### src/rtl/scg_pkg.sv
package scg_pkg;

   localparam int BIT_CNT_W = 5;

   typedef enum logic [1:0] {
      WLEN_8  = 2'b00,
      WLEN_10 = 2'b01,
      WLEN_12 = 2'b10,
      WLEN_16 = 2'b11
   } wlen_e;

   function automatic logic [BIT_CNT_W-1:0] wlen_bits(input wlen_e code);
      logic [BIT_CNT_W-1:0] n;
      case (code)
         WLEN_8:  n = BIT_CNT_W'(8);
         WLEN_10: n = BIT_CNT_W'(10);
         WLEN_12: n = BIT_CNT_W'(12);
         default: n = BIT_CNT_W'(16);
      endcase
      return n;
   endfunction

endpackage

### src/rtl/scg_prescaler.sv
module scg_prescaler #(
   parameter int FIX_DIV = 8,
   parameter int PM_W    = 8
) (
   input  logic            clk_i,
   input  logic            rst_ni,
   input  logic            run_i,
   input  logic            range_i,
   input  logic [PM_W-1:0] modulus_i,
   output logic            half_tick_o
);

   localparam int FW = (FIX_DIV > 1) ? $clog2(FIX_DIV) : 1;
   localparam bit FIX_POW2 = ((FIX_DIV & (FIX_DIV - 1)) == 0);

   logic            fix_tick;
   logic [PM_W-1:0] pre_cnt;

   generate
      if (FIX_DIV < 2) begin : g_bad_div
         $error("scg_prescaler: FIX_DIV must be at least 2");
         assign fix_tick = 1'b1;
      end else if (FIX_POW2) begin : g_fix_pow2
         // power-of-two divider: natural wrap, all-ones detect
         logic [FW-1:0] fix_cnt;
         always_ff @(posedge clk_i or negedge rst_ni) begin
            if (!rst_ni)                fix_cnt <= '0;
            else if (!run_i || !range_i) fix_cnt <= '0;
            else                         fix_cnt <= fix_cnt + FW'(1);
         end
         assign fix_tick = !range_i || (&fix_cnt);
      end else begin : g_fix_mod
         localparam logic [FW-1:0] FIX_LAST = FW'(FIX_DIV - 1);
         logic [FW-1:0] fix_cnt;
         always_ff @(posedge clk_i or negedge rst_ni) begin
            if (!rst_ni)                 fix_cnt <= '0;
            else if (!run_i || !range_i) fix_cnt <= '0;
            else if (fix_cnt == FIX_LAST) fix_cnt <= '0;
            else                          fix_cnt <= fix_cnt + FW'(1);
         end
         assign fix_tick = !range_i || (fix_cnt == FIX_LAST);
      end
   endgenerate

   always_ff @(posedge clk_i or negedge rst_ni) begin
      if (!rst_ni)       pre_cnt <= '0;
      else if (!run_i)   pre_cnt <= '0;
      else if (fix_tick) pre_cnt <= (pre_cnt == modulus_i) ? '0 : pre_cnt + PM_W'(1);
   end

   assign half_tick_o = run_i && fix_tick && (pre_cnt == modulus_i);

endmodule

### src/rtl/scg_bitclk.sv
module scg_bitclk (
   input  logic clk_i,
   input  logic rst_ni,
   input  logic run_i,
   input  logic half_tick_i,
   input  logic gated_i,
   input  logic tx_active_i,
   output logic bclk_o,
   output logic bclk_en_o,
   output logic rise_o,
   output logic fall_o,
   output logic skip_o
);

   logic allow;

   assign allow  = !gated_i || tx_active_i;
   assign rise_o = half_tick_i && !bclk_o && allow;
   assign fall_o = half_tick_i && bclk_o;
   assign skip_o = half_tick_i && !bclk_o && !allow;

   always_ff @(posedge clk_i or negedge rst_ni) begin
      if (!rst_ni) begin
         bclk_o    <= 1'b0;
         bclk_en_o <= 1'b0;
      end else if (!run_i) begin
         bclk_o    <= 1'b0;
         bclk_en_o <= 1'b0;
      end else begin
         if (rise_o)      bclk_o <= 1'b1;
         else if (fall_o) bclk_o <= 1'b0;
         bclk_en_o <= rise_o;
      end
   end

endmodule

### src/rtl/scg_word_frame.sv
module scg_word_frame
   import scg_pkg::*;
#(
   parameter int FD_W = 5
) (
   input  logic                 clk_i,
   input  logic                 rst_ni,
   input  logic                 run_i,
   input  logic                 rise_i,
   input  logic                 fall_i,
   input  logic                 skip_i,
   input  logic [BIT_CNT_W-1:0] wl_bits_i,
   input  logic [FD_W-1:0]      words_m1_i,
   output logic                 word_stb_o,
   output logic                 frame_sync_o,
   output logic                 frame_done_o,
   output logic [BIT_CNT_W-1:0] bit_cnt_o,
   output logic [FD_W-1:0]      word_cnt_o
);

   logic last_bit, last_word;

   assign last_bit     = (bit_cnt_o == (wl_bits_i - BIT_CNT_W'(1)));
   assign last_word    = (word_cnt_o == words_m1_i);
   assign frame_done_o = fall_i && last_bit && last_word;

   always_ff @(posedge clk_i or negedge rst_ni) begin
      if (!rst_ni) begin
         bit_cnt_o  <= '0;
         word_cnt_o <= '0;
         word_stb_o <= 1'b0;
      end else if (!run_i) begin
         bit_cnt_o  <= '0;
         word_cnt_o <= '0;
         word_stb_o <= 1'b0;
      end else begin
         word_stb_o <= fall_i && last_bit;
         if (fall_i) begin
            if (last_bit) begin
               bit_cnt_o  <= '0;
               word_cnt_o <= last_word ? '0 : word_cnt_o + FD_W'(1);
            end else begin
               bit_cnt_o <= bit_cnt_o + BIT_CNT_W'(1);
            end
         end
      end
   end

   always_ff @(posedge clk_i or negedge rst_ni) begin
      if (!rst_ni)     frame_sync_o <= 1'b0;
      else if (!run_i) frame_sync_o <= 1'b0;
      else if (rise_i) frame_sync_o <= (bit_cnt_o == '0) && (word_cnt_o == '0);
      else if (skip_i) frame_sync_o <= 1'b0;
   end

endmodule

### src/rtl/scg_clock_gen.sv
module scg_clock_gen
   import scg_pkg::*;
#(
   parameter int FIX_DIV = 8,
   parameter int PM_W    = 8,
   parameter int FD_W    = 5
) (
   input  logic            clk_i,
   input  logic            rst_ni,
   input  logic            enable_i,
   input  logic            cfg_range_i,
   input  logic [PM_W-1:0] cfg_modulus_i,
   input  logic [1:0]      cfg_wlen_i,
   input  logic [FD_W-1:0] cfg_frame_div_i,
   input  logic            cfg_gated_i,
   input  logic            cfg_sysclk_en_i,
   input  logic            tx_active_i,
   output logic            bclk_o,
   output logic            bclk_en_o,
   output logic            word_stb_o,
   output logic            frame_sync_o,
   output logic            sysclk_o
);

   generate
      if (PM_W < 1 || FD_W < 1) begin : g_bad_width
         $error("scg_clock_gen: PM_W and FD_W must be at least 1");
      end
   endgenerate

   // configuration held for the running frame
   logic            act_range_q;
   logic [PM_W-1:0] act_pm_q;
   wlen_e           act_wl_q;
   logic [FD_W-1:0] act_fd_q;

   logic                 half_tick, rise_w, fall_w, skip_w, frame_done_w;
   logic [BIT_CNT_W-1:0] wl_bits_w, bit_cnt_w;
   logic [FD_W-1:0]      word_cnt_w;

   always_ff @(posedge clk_i or negedge rst_ni) begin
      if (!rst_ni) begin
         act_range_q <= 1'b0;
         act_pm_q    <= '0;
         act_wl_q    <= WLEN_8;
         act_fd_q    <= '0;
      end else if (!enable_i || frame_done_w) begin
         act_range_q <= cfg_range_i;
         act_pm_q    <= cfg_modulus_i;
         act_wl_q    <= wlen_e'(cfg_wlen_i);
         act_fd_q    <= cfg_frame_div_i;
      end
   end

   assign wl_bits_w = wlen_bits(act_wl_q);

   scg_prescaler #(.FIX_DIV(FIX_DIV), .PM_W(PM_W)) u_presc (
      .clk_i       (clk_i),
      .rst_ni      (rst_ni),
      .run_i       (enable_i),
      .range_i     (act_range_q),
      .modulus_i   (act_pm_q),
      .half_tick_o (half_tick)
   );

   scg_bitclk u_bclk (
      .clk_i       (clk_i),
      .rst_ni      (rst_ni),
      .run_i       (enable_i),
      .half_tick_i (half_tick),
      .gated_i     (cfg_gated_i),
      .tx_active_i (tx_active_i),
      .bclk_o      (bclk_o),
      .bclk_en_o   (bclk_en_o),
      .rise_o      (rise_w),
      .fall_o      (fall_w),
      .skip_o      (skip_w)
   );

   scg_word_frame #(.FD_W(FD_W)) u_wf (
      .clk_i        (clk_i),
      .rst_ni       (rst_ni),
      .run_i        (enable_i),
      .rise_i       (rise_w),
      .fall_i       (fall_w),
      .skip_i       (skip_w),
      .wl_bits_i    (wl_bits_w),
      .words_m1_i   (act_fd_q),
      .word_stb_o   (word_stb_o),
      .frame_sync_o (frame_sync_o),
      .frame_done_o (frame_done_w),
      .bit_cnt_o    (bit_cnt_w),
      .word_cnt_o   (word_cnt_w)
   );

   assign sysclk_o = clk_i && enable_i && cfg_sysclk_en_i;

endmodule

### config.mk
export PLATFORM = sky130hd
export DESIGN_NAME = scg_clock_gen
export DESIGN_NICKNAME = d
export VERILOG_FILES = /design/src/rtl/scg_pkg.sv /design/src/rtl/scg_prescaler.sv /design/src/rtl/scg_bitclk.sv /design/src/rtl/scg_word_frame.sv /design/src/rtl/scg_clock_gen.sv
export SDC_FILE = /design/constraint.sdc
export NUM_CORES = 1
export LEC_CHECK = 0
export ABC_AREA = 1
export BUFFER_PORTS_ARGS = -buffer_cell sky130_fd_sc_hd__buf_2
export CELL_PAD_IN_SITES_DETAIL_PLACEMENT = 1
export CELL_PAD_IN_SITES_GLOBAL_PLACEMENT = 2
export CORE_ASPECT_RATIO = 0.5
export CORE_MARGIN = 4
export CORE_UTILIZATION = 35
export CTS_CLUSTER_DIAMETER = 60
export DETAILED_ROUTE_END_ITERATION = 10
export GPL_ROUTABILITY_DRIVEN = 0
export PLACE_DENSITY_LB_ADDON = 0.12
export SETUP_SLACK_MARGIN = 0.1
export SYNTH_ARGS = -nofsm -noshare
export SYNTH_HDL_FRONTEND = slang
export SYNTH_HIERARCHICAL = 1
export SYNTH_SLANG_ARGS = --single-unit
### constraint.sdc
create_clock -name clk_i -period 3.4 [get_ports clk_i]
set_input_delay 0.51 -clock clk_i [delete_from_list [all_inputs] [get_ports clk_i]]
set_output_delay 0.51 -clock clk_i [all_outputs]
set_load 0.005 [all_outputs]
==> flow_metrics.py <==
metrics = {
    "run_status": {
        "status": "finished clean",
    },
    "final_layout": {
        "finalInstanceArea_um2": 2974,
        "final-instance-count-excl-fill": 483,
        "diodes": 0,
        "final_nets": 420,
        "final.fill_count": 887,
        "areaGrowthSynthToFinish_pct": 17.91,
        "drive_gt1_frac": 0.1355,
    },
    "cts": {
        "post_cts_buffers": 0,
        "post_cts_resize_count": 0,
        "tritoncts": "yes",
        "post_cts_hold_buffer_count": 0,
        "clk_pin_slew_ns": 0.07,
        "clock_insertion_delay_worst_skew_ns": 0.41,
    },
    "route": {
        "remaining_antenna_violation_count_after_routing": 0,
        "drt_pass1_iterations": 4,
        "vias_per_cell": 4.648,
        "routed_wirelength_um": 6392,
        "drc": 0,
        "dr.first_iter.drc_count": 83,
        "detailroute.via_count": 2245,
        "post_drt_wl_per_cell_um": 13.23,
    },
    "power": {
        "post-layout-total-power_mw": 1.464,
        "irDropWorstVdd_v": 0.0001607,
        "leakage_nw": 1.634,
        "p_per_area_nw_per_um2": 492.2,
    },
    "sta": {
        "hold_fails_final_rpt": 0,
        "fin_max_slew_vios": 0,
        "tns_ns": 0,
        "clock-skew-final_ns": 0.009993,
        "whs_ns": 0.2442,
        "tightest_slew_ns": 0.9682,
        "unrepaired_setup_endpoints_after_global_routing": "no",
        "relSlewSlack": 0.3545,
        "number_of_endpoints_failing_setup_at_the_final_stage": 0,
    },
    "place": {
        "hpwlAfterDp_um": 4596,
        "io_buffer_count": 26,
        "placed_cells": 472,
        "postPlaceCellArea_um2": 2723,
    },
    "floorplanning": {
        "fp.dieArea_um2": 8712,
        "die_width_um": 128.1,
        "rows": 21,
        "core-area_um2": 6832,
        "vert_die_dim_um": 68.03,
        "initial_core_util": 0.3692,
        "ioPinCount": 27,
    },
    "critical_path": {
        "critical_path_class": "clk2out",
        "arrival_ns": 2.23,
        "critical_path.endpoint_type": "primary output",
        "worst-endpoint-required_ns": 2.89,
        "largest_fanout_on_the_critical_path": 2,
        "setup.worst_path.start_class": "clock port",
    },
    "yosys": {
        "synth_ff_type": "sky130_fd_sc_hd__dfrtp_1",
        "synth.yosys.warnings": 6,
        "postSynthAreaPerCell_um2": 7.007,
        "yosysSeqAreaShare": 0.4067,
        "synth_cells": 360,
        "post_synth_instance_area_um2": 2522,
        "synth-seq-cells": 41,
        "asyncSetResetFlopFracSynth": 1.000,
        "synth_cell_type_count": 28,
        "post-synth-top-area-cell": "sky130_fd_sc_hd__dfrtp_1",
        "synth_edf_count": 0,
        "netlist_top_cells_area": "sky130_fd_sc_hd__dfrtp_1, sky130_fd_sc_hd__nand2_1, sky130_fd_sc_hd__inv_1, sky130_fd_sc_hd__nand3_1, sky130_fd_sc_hd__nor2_1",
        "synth_most_common_cell": "sky130_fd_sc_hd__nand2_1",
        "synth_top_cells_by_count": "sky130_fd_sc_hd__nand2_1, sky130_fd_sc_hd__inv_1, sky130_fd_sc_hd__dfrtp_1",
        "area_share_of_the_largest_cell_type_after_synthesis": 0.4067,
    },
    "global_routing": {
        "grt_usage": 0.1670,
        "grt_start_max_net_pins": 42,
        "grt_overflow_total": 0,
        "first_global_vias": 2418,
        "initial_antenna_violation_count": 0,
        "grt_first_pass_wirelength_um": 11230,
    },
    "job": {
        "maxCapViolations": 0,
    },
    "worst_hold_path": {
        "worst_hold_path_type": "in2async",
    },
}
[metrics by stage]
stage          setup slack [ns]    util
5_1_grt                  0.5883  0.4353
6_report                 0.6578  0.4353
3_5_place_dp             0.9415  0.3985
4_1_cts                  0.6485  0.4353
3_3_place_gp             0.9425  0.3985
2_1_floorplan             1.038       -
[path summary, 6_finish.rpt]
check,from,to,slack [ns],cells past startpoint
max reg2reg,u_presc/pre_cnt[0],act_pm_q[5],0.94,15
max,clk_i,sysclk_o,0.66,4
min,rst_ni,u_wf/word_stb_o,0.24,1
max in group asynchronous,rst_ni,act_pm_q[1],2.53,1
min in group clk_i,cfg_frame_div_i[0],act_fd_q[0],0.30,3
min reg2reg,u_presc/g_fix_pow2.fix_cnt[0],u_presc/g_fix_pow2.fix_cnt[0],0.44,1
[layout by cell type, fill, tap and decap left out, drive strengths merged]
| master | synthesis | layout |
|---|---|---|
| xnor2 | 5 | 5 |
| and3 | 2 | 2 |
| clkinvlp | 0 | 1 |
| inv | 46 | 46 |
| nor2 | 43 | 43 |
| clkbuf | 0 | 9 |
| a21oi | 4 | 4 |
| o21ai | 1 | 1 |
| xor2 | 9 | 9 |
| buf | 8 | 27 |
| nor3 | 1 | 1 |
| dfrtp | 41 | 41 |
| nand4 | 5 | 5 |
| conb | 1 | 2 |
| o21bai | 1 | 1 |
| clkinv | 1 | 1 |
| ha | 8 | 8 |
| nand3 | 33 | 33 |
| nor4 | 1 | 1 |
| bufinv | 0 | 1 |
| nand2 | 150 | 150 |
[report_power, final]
| part | internal [mW] | switching [mW] | total (mW) | leakage [nW] |
|---|---|---|---|---|
| clock network | 0.521 | 0.237 | 0.758 | 0.131 |
| logic | 0.0600 | 0.100 | 0.160 | 0.964 |
| registers | 0.515 | 0.0311 | 0.546 | 0.540 |
[cell families (layout without fill, tap and decap cells)]
kind of cell | after synthesis | in the layout | share of synthesized area
DFF | 41 | 41 | 0.4067
AOI/OAI and AO/OA | 6 | 6 | 0.01290
buffers and inverters | 55 | 85 | 0.09225
other | 1 | 2 | 0.001487
adders and majority gates | 8 | 8 | 0.03968
xor gates and xnor gates | 14 | 14 | 0.04861
and+or+nand+nor | 235 | 235 | 0.3983
[sequential cells by signal (all words and copies together) (netlist names)]
register and count:
act_fd_q 5, act_pm_q 8, act_range_q 1, act_wl_q 2, u_bclk/bclk_en_o 1, u_bclk/bclk_o 1
u_presc/g_fix_pow2.fix_cnt 3, u_presc/pre_cnt 8, u_wf/bit_cnt_o 5, u_wf/frame_sync_o 1, u_wf/word_cnt_o 5, u_wf/word_stb_o 1
[worst max-delay path, stage by stage]
cell	delay [ns]
sky130_fd_sc_hd__clkbuf_16	0.12
sky130_fd_sc_hd__clkbuf_16	0.13
sky130_fd_sc_hd__and3_1	0.15
sky130_fd_sc_hd__buf_2	0.12
[cell type report]
class	instances	area [um^2]	share of cell area
clock inverters	2	37.54	0.01262
well taps	92	115.1	0.03870
multi-input cells	265	1267	0.4262
inverters	47	176.4	0.05932
clock buffers	10	219.0	0.07362
flip-flops and latches	41	1026	0.3450
repair buffers	26	132.6	0.04459
[per-layer routing]
layer | up-vias | wire length (um) | track usage
met5 | - | 0 | 0
met4 | 0 | 125 | 0.07804
met3 | 12 | 169 | 0.04677
met2 | 20 | 3023 | 0.2865
met1 | 1064 | 3074 | 0.1985
li1 | 1149 | - | -
Power figures use the tool's default switching activity.
